--- src/rtl/pirq_pkg.sv ---
// Shared constants for the port interrupt block: status bit positions,
// write masks and the register offsets inside the port window.
package pirq_pkg;
    localparam int unsigned REG_W       = 32;
    localparam int unsigned POS_REGFRM  = 0;
    localparam int unsigned POS_PIOSET  = 1;
    localparam int unsigned POS_DMASET  = 2;
    localparam int unsigned POS_SDBITS  = 3;
    localparam int unsigned POS_UNKFRM  = 4;
    localparam int unsigned POS_OVFL    = 24;
    localparam int unsigned POS_IFNF    = 26;
    localparam int unsigned POS_HBDAT   = 28;
    localparam int unsigned POS_HBFAT   = 29;
    localparam int unsigned POS_TFERR   = 30;
    localparam int unsigned DIAG_F_POS  = 26;

    // Positions that are latched by events and cleared by writing 1
    localparam logic [REG_W-1:0] W1C_MASK =
        (32'd1 << POS_REGFRM) | (32'd1 << POS_PIOSET) | (32'd1 << POS_DMASET) |
        (32'd1 << POS_SDBITS) | (32'd1 << POS_OVFL)   | (32'd1 << POS_IFNF)   |
        (32'd1 << POS_HBDAT)  | (32'd1 << POS_HBFAT)  | (32'd1 << POS_TFERR);
    // Positions of the enable register that software may write
    localparam logic [REG_W-1:0] EN_MASK = W1C_MASK | (32'd1 << POS_UNKFRM);

    localparam logic [11:0] OFS_ISTAT = 12'h110;
    localparam logic [11:0] OFS_IEN   = 12'h114;
    localparam logic [11:0] OFS_DIAG  = 12'h130;
endpackage

--- src/rtl/pirq_stat_bit.sv ---
// One latched status bit, cleared by writing 1.
// Assumes set_i and clr_i are single-cycle qualified strobes. When both
// arrive in the same cycle, the set wins.
module pirq_stat_bit (
    input  logic clk,
    input  logic rst_n,
    input  logic set_i,
    input  logic clr_i,
    output logic q
);
    // Latch on set, drop on clear, and give the set priority
    always_ff @(posedge clk) begin
        if (!rst_n)     q <= 1'b0;
        else if (set_i) q <= 1'b1;
        else if (clr_i) q <= 1'b0;
    end

    AST_SET_LATCHES: assert property (@(posedge clk) disable iff (!rst_n)
        set_i |=> q);
    AST_HOLD_NO_CLR: assert property (@(posedge clk) disable iff (!rst_n)
        (q && !clr_i) |=> q);
endmodule

--- src/rtl/pirq_unk_track.sv ---
// Tracks unknown frames: the diagnostic flag sets on detection, and the
// unknown-frame status bit sets once the frame is posted to memory.
// The status bit is not writable. It clears only when software clears the
// diagnostic flag. Assumes the detect and post inputs are single-cycle pulses.
module pirq_unk_track (
    input  logic clk,
    input  logic rst_n,
    input  logic det_i,
    input  logic posted_i,
    input  logic f_wclr_i,
    output logic f_o,
    output logic ufs_o
);
    logic f_sw_clear;

    // A software clear only counts when it takes the flag from 1 to 0
    always_comb f_sw_clear = f_o && f_wclr_i && !det_i;

    // Diagnostic flag: detection wins over a software clear
    always_ff @(posedge clk) begin
        if (!rst_n)        f_o <= 1'b0;
        else if (det_i)    f_o <= 1'b1;
        else if (f_wclr_i) f_o <= 1'b0;
    end

    // Unknown-frame status: set on post, follow the flag's software clear
    always_ff @(posedge clk) begin
        if (!rst_n)          ufs_o <= 1'b0;
        else if (posted_i)   ufs_o <= 1'b1;
        else if (f_sw_clear) ufs_o <= 1'b0;
    end

    AST_F_ON_DETECT: assert property (@(posedge clk) disable iff (!rst_n)
        det_i |=> f_o);
    AST_UFS_STICKY: assert property (@(posedge clk) disable iff (!rst_n)
        (ufs_o && !f_sw_clear) |=> ufs_o);
    AST_UFS_NEEDS_POST: assert property (@(posedge clk) disable iff (!rst_n)
        (!ufs_o && !posted_i) |=> !ufs_o);
endmodule

--- src/rtl/pirq_rd_port.sv ---
// Registered read mux. It returns the addressed register one cycle after
// the request, and 0 for any unmapped offset.
// Assumes at most one read request per cycle.
module pirq_rd_port #(
    parameter int unsigned ADDR_W = 12,
    parameter int unsigned DATA_W = 32,
    parameter logic [ADDR_W-1:0] A_ISTAT = 'h110,
    parameter logic [ADDR_W-1:0] A_IEN   = 'h114,
    parameter logic [ADDR_W-1:0] A_DIAG  = 'h130
) (
    input  logic              clk,
    input  logic              rst_n,
    input  logic              rd_i,
    input  logic [ADDR_W-1:0] addr_i,
    input  logic [DATA_W-1:0] istat_i,
    input  logic [DATA_W-1:0] ien_i,
    input  logic [DATA_W-1:0] diag_i,
    output logic [DATA_W-1:0] rdata_o,
    output logic              rvalid_o
);
    logic [DATA_W-1:0] sel;

    // Pick the addressed register
    always_comb begin
        unique case (addr_i)
            A_ISTAT: sel = istat_i;
            A_IEN:   sel = ien_i;
            A_DIAG:  sel = diag_i;
            default: sel = '0;
        endcase
    end

    // Register the read result and its valid flag
    always_ff @(posedge clk) begin
        if (!rst_n) begin
            rdata_o  <= '0;
            rvalid_o <= 1'b0;
        end else begin
            rvalid_o <= rd_i;
            if (rd_i) rdata_o <= sel;
        end
    end

    AST_RD_ONE_CYCLE: assert property (@(posedge clk) disable iff (!rst_n)
        rd_i |=> rvalid_o);
    AST_NO_SPURIOUS_RV: assert property (@(posedge clk) disable iff (!rst_n)
        !rd_i |=> !rvalid_o);
endmodule

--- src/rtl/port_irq_ctrl.sv ---
// Per-port interrupt status and enable registers with a single gated
// interrupt line. Assumes event inputs are single-cycle pulses from the
// receive path, and that the register bus issues at most one read or
// write per cycle.
module port_irq_ctrl
    import pirq_pkg::*;
#(
    parameter int unsigned ADDR_W = 12,
    parameter logic [ADDR_W-1:0] A_ISTAT = ADDR_W'(OFS_ISTAT),
    parameter logic [ADDR_W-1:0] A_IEN   = ADDR_W'(OFS_IEN),
    parameter logic [ADDR_W-1:0] A_DIAG  = ADDR_W'(OFS_DIAG)
) (
    input  logic              clk,
    input  logic              rst_n,
    input  logic              reg_wr,
    input  logic              reg_rd,
    input  logic [ADDR_W-1:0] reg_addr,
    input  logic [31:0]       reg_wdata,
    output logic [31:0]       reg_rdata,
    output logic              reg_rvalid,
    input  logic [31:0]       ev_pulse,
    input  logic              unk_detect,
    input  logic              unk_posted,
    input  logic              glb_ie,
    output logic              port_irq
);
    localparam int unsigned W = REG_W;

    logic [W-1:0] istat;
    logic [W-1:0] ien;
    logic [W-1:0] diag;
    logic [W-1:0] st_clr;
    logic         wr_istat, wr_ien, wr_diag;
    logic         diag_f, ufs;

    // Decode the write strobes per register
    always_comb begin
        wr_istat = reg_wr && (reg_addr == A_ISTAT);
        wr_ien   = reg_wr && (reg_addr == A_IEN);
        wr_diag  = reg_wr && (reg_addr == A_DIAG);
        st_clr   = wr_istat ? (reg_wdata & W1C_MASK) : '0;
    end

    // Build the status bits: W1C cells, the unknown-frame tracker, reserved zeros
    for (genvar i = 0; i < W; i++) begin : g_stat
        if (W1C_MASK[i]) begin : g_w1c
            pirq_stat_bit u_bit (
                .clk   (clk),
                .rst_n (rst_n),
                .set_i (ev_pulse[i]),
                .clr_i (st_clr[i]),
                .q     (istat[i])
            );
        end else if (i == POS_UNKFRM) begin : g_unk
            assign istat[i] = ufs;
        end else begin : g_rsvd
            assign istat[i] = 1'b0;
        end
    end

    pirq_unk_track u_unk (
        .clk      (clk),
        .rst_n    (rst_n),
        .det_i    (unk_detect),
        .posted_i (unk_posted),
        .f_wclr_i (wr_diag && reg_wdata[DIAG_F_POS]),
        .f_o      (diag_f),
        .ufs_o    (ufs)
    );

    // Place the diagnostic flag at its read position
    always_comb begin
        diag             = '0;
        diag[DIAG_F_POS] = diag_f;
    end

    // Enable register: only the implemented positions hold data
    always_ff @(posedge clk) begin
        if (!rst_n)      ien <= '0;
        else if (wr_ien) ien <= reg_wdata & EN_MASK;
    end

    // Gate the combined enabled sources with the global enable
    always_comb port_irq = glb_ie && |(istat & ien);

    pirq_rd_port #(
        .ADDR_W  (ADDR_W),
        .DATA_W  (W),
        .A_ISTAT (A_ISTAT),
        .A_IEN   (A_IEN),
        .A_DIAG  (A_DIAG)
    ) u_rd (
        .clk      (clk),
        .rst_n    (rst_n),
        .rd_i     (reg_rd),
        .addr_i   (reg_addr),
        .istat_i  (istat),
        .ien_i    (ien),
        .diag_i   (diag),
        .rdata_o  (reg_rdata),
        .rvalid_o (reg_rvalid)
    );

    AST_IRQ_NEEDS_GIE: assert property (@(posedge clk) disable iff (!rst_n)
        port_irq |-> glb_ie);
    AST_EN_WRITE_TAKES: assert property (@(posedge clk) disable iff (!rst_n)
        wr_ien |=> (ien == ($past(reg_wdata) & EN_MASK)));
    AST_EVT_SETS_STATUS: assert property (@(posedge clk) disable iff (!rst_n)
        ev_pulse[POS_TFERR] |=> istat[POS_TFERR]);
endmodule

--- config.mk ---
export PLATFORM = sky130hd
export DESIGN_NAME = port_irq_ctrl
export DESIGN_NICKNAME = d
export VERILOG_FILES = /design/src/rtl/pirq_pkg.sv /design/src/rtl/pirq_stat_bit.sv /design/src/rtl/pirq_unk_track.sv /design/src/rtl/pirq_rd_port.sv /design/src/rtl/port_irq_ctrl.sv
export SDC_FILE = /design/constraint.sdc
export NUM_CORES = 1
export LEC_CHECK = 0
export ABC_AREA = 1
export BUFFER_PORTS_ARGS = -buffer_cell sky130_fd_sc_hd__buf_4
export CORE_ASPECT_RATIO = 0.75
export CORE_UTILIZATION = 41
export DETAILED_ROUTE_END_ITERATION = 12
export PLACE_DENSITY = 0.92
export SYNTH_ARGS = -nofsm -noshare
export SYNTH_HDL_FRONTEND = slang
export SYNTH_SLANG_ARGS = --single-unit
--- constraint.sdc ---
create_clock -name clk -period 1.51 [get_ports clk]
set_input_delay 0.302 -clock clk [delete_from_list [all_inputs] [get_ports clk]]
set_output_delay 0.302 -clock clk [all_outputs]
set_load 0.01 [all_outputs]
==> impl_metrics.toml <==
[power_and_ir_drop]
powerDensity_nw_per_um2 = 828.2
ir_worst_vdd_uv = 457.9
leakagePower_nw = 1.008

[timing]
post-route-period-util_pct = 106.2
finalSetupViolations = 1
grt_setup_unrepaired = "yes"
drv_slew = 0
skew_ns = 0.004191
fin_ws_ns = -0.09310
finalCriticalPeriod_ns = 1.603
finalHoldViolCount = 0
fmax_ghz = 0.6238

[placed_design]
gp_congestion = 0.8305
post_dp_cell_area_um2 = 2036
io_buffers = 49
dp_hpwl_um = 3058

[global_routing]
antenna_found_initial = 0
grt.overflow.total = 0
grt_max_degree = 21
grt_pass1_wl_um = 6541
grt_usage_pct = 19.65
grt_pass1_vias = 1489

[worst_setup_path]
rr_worst_depth = 4
crit_path_start_kind = "flop"
cp.arrival_ns = 1.30
path_cells = "a22o_1, o31ai_2, inv_1, buf_6"
cp_max_fo = 3
slowest_stage = "dfxtp_2"
r2r_setup_slack_ns = 0.69
criticalPathCategory = "reg2out"
worstPathRequired_ns = 1.21
cp.buffers_inverters = 2
endpoint_kind = "output port"
cp.depth = 4
cp_slowest_stage_delay_ns = 0.33
cp_top_family = "compound AO/OA/AOI/OAI gates"

[synthesis]
synth_seq_area_share_pct = 37.81
synth_edf_count = 0
syn_area_um2 = 1694
synth_top_cells_by_count = "46 x nand2_1, 37 x nor2_1, 32 x dfxtp_1, 23 x nand3_1, 22 x buf_4"
syn_avg_cell_area_um2 = 7.001
synthArstFlopShare_pct = 0
synth_top_flop_cell = "dfxtp_1"
synth_top_area_cell = "dfxtp_1"
yosysUniqueCellTypes = 27
synth-seq-cells = 32
ys_warn_count = 0
synth_top_area_share_pct = 37.81
synth_area_leaders = "dfxtp_1 38%, nand2_1 10%, buf_4 9.7%, nor2_1 8.2%, nand3_1 6.8%"
yosysMostFrequentCell = "nand2_1"
netlist_instances = 242

[layout]
antenna_cells = 0
layout-drive-gt1-share_pct = 27.89
final_util_pct = 56.35
final_area_um2 = 2143
fin_nets = 376
area_growth_pct = 26.51

[run_status]
violations = "negative setup slack"
status = "complete, but fails checks"

[clocking]
root_buffer = "clkbuf_8"
postCtsHoldBufs = 0
clk_path_buf_depth = 2
clkSlewWorstSetupHoldPaths_ns = 0.07
cts_buffers = 5
cts_tree = "yes"
htreeDepth = 2
clock-sinks = 32
postCtsSetupBuffers = 0
insertion_delay_ns = 0.29

[drt]
wl_per_cell_um = 11.65
num_vias = 1631
drt_iter0_drc = 68
drc_errors = 0
route.antenna.remaining_nets = 0
vias_per_cell = 4.714
drtPass1Iterations = 4
wl_um = 4031

[die]
die_w_um = 76.23
io_pins = 117
coreArea_um2 = 3804
rows = 19
die_h_um = 57.67
start_util_pct = 44.54
die_area_um2 = 4396

[hold_path]
holdPathStages = 3
hold_class = "in2reg"

[job]
cap_violations = 0
[timing repair]
action	4_1_cts	5_1_grt
resized for setup	3	4
pin swaps	0	2
setup endpoints to repair	1	1
[metrics by stage]
step | setup TNS (ns) | total power (W) | setup WS (ns) | std cells | hold WS (ns)
4_1_cts | -0.09041 | 0.001781 | -0.09041 | 346 | 0.2146
2_1_floorplan | 0 | 0.001040 | 0.2915 | 263 | 0.4194
3_3_place_gp | 0 | 0.001099 | 0.05145 | 338 | 0.4553
3_5_place_dp | 0 | 0.001107 | 0.02922 | 338 | 0.4583
6_report | -0.09310 | 0.001775 | -0.09310 | 346 | 0.2167
5_1_grt | -0.1417 | 0.001852 | -0.1417 | 346 | 0.2133
[cell type report]
class | instances | area, um^2
clock buffer | 6 | 82.58
tap | 52 | 65.06
sequential | 32 | 646.9
multi-input combinational | 183 | 862.1
clock inverter | 2 | 10.01
inverter | 16 | 60.06
timing repair buffer | 55 | 416.7
fill | 373 | 1660
[tightest hold or removal path, delay by kind of cell]
kind	cells	cell delay, ns
compound gates	1	0.03
buf+inv	1	0.08
simple gates	1	0.06
[report_power, final]
group / internal (W) / switching [W] / total (W)
Combinational: 0.0000927 / 0.000113 / 0.000206
Clock: 0.000363 / 0.000319 / 0.000682
Sequential: 0.000868 / 0.0000189 / 0.000887
Total: 0.00132 / 0.000451 / 0.00178
[state kept, by name (all words and copies together) (netlist names)]
| name | cells |
|---|---|
| u_rd.rdata_o | 10 |
| ien | 10 |
| u_unk.f_o | 1 |
| u_rd.rvalid_o | 1 |
| g_stat.g_w1c.u_bit.q | 9 |
| u_unk.ufs_o | 1 |
[routing by layer]
metal	vias up	wire, um	global-route usage [%]
met5	-	0	0
met4	0	53	8.516
met3	8	292	5.512
met2	63	1872	33.33
met1	710	1813	23.74
li1	850	-	-
[cell usage in the layout, fill, tap and decap left out]
master,n
a22o_1,1
nand2_4,1
dfxtp_2,5
inv_2,3
nor2_4,2
nor2_1,36
buf_6,1
nor2_8,1
nand3_1,23
a21oi_2,1
inv_1,12
nand4_1,12
nor2_2,3
conb_1,22
a21oi_1,20
nand3b_1,1
nand3_2,1
o21ai_0,1
nand2_2,1
dfxtp_1,27
clkbuf_8,6
o21ai_1,10
buf_4,54
clkinv_2,2
nand2_1,46
clkinv_1,1
o31ai_2,1
[path summary, 6_finish.rpt]
| kind | from | endpoint |
|---|---|---|
| worst max register to register | g_stat[2].g_w1c.u_bit.q$_SDFFE_PN0P_ | u_rd.rdata_o[2]$_SDFFE_PN0P_ |
| worst min register to register | u_rd.rdata_o[1]$_SDFFE_PN0P_ | u_rd.rdata_o[1]$_SDFFE_PN0P_ |
| worst min-delay path | ev_pulse[28] | g_stat[28].g_w1c.u_bit.q$_SDFFE_PN0P_ |
| worst max-delay path | u_unk.ufs_o$_SDFFE_PN0P_ | port_irq |
[cells by family after synthesis]
group	Yosys count	share of synthesized area (%)
buf+inv	48	16.40
other cells	1	0.2214
compound gates	34	10.64
simple gates	127	34.93
flops	32	37.81
Note: power is estimated with default switching activity, not from simulation.
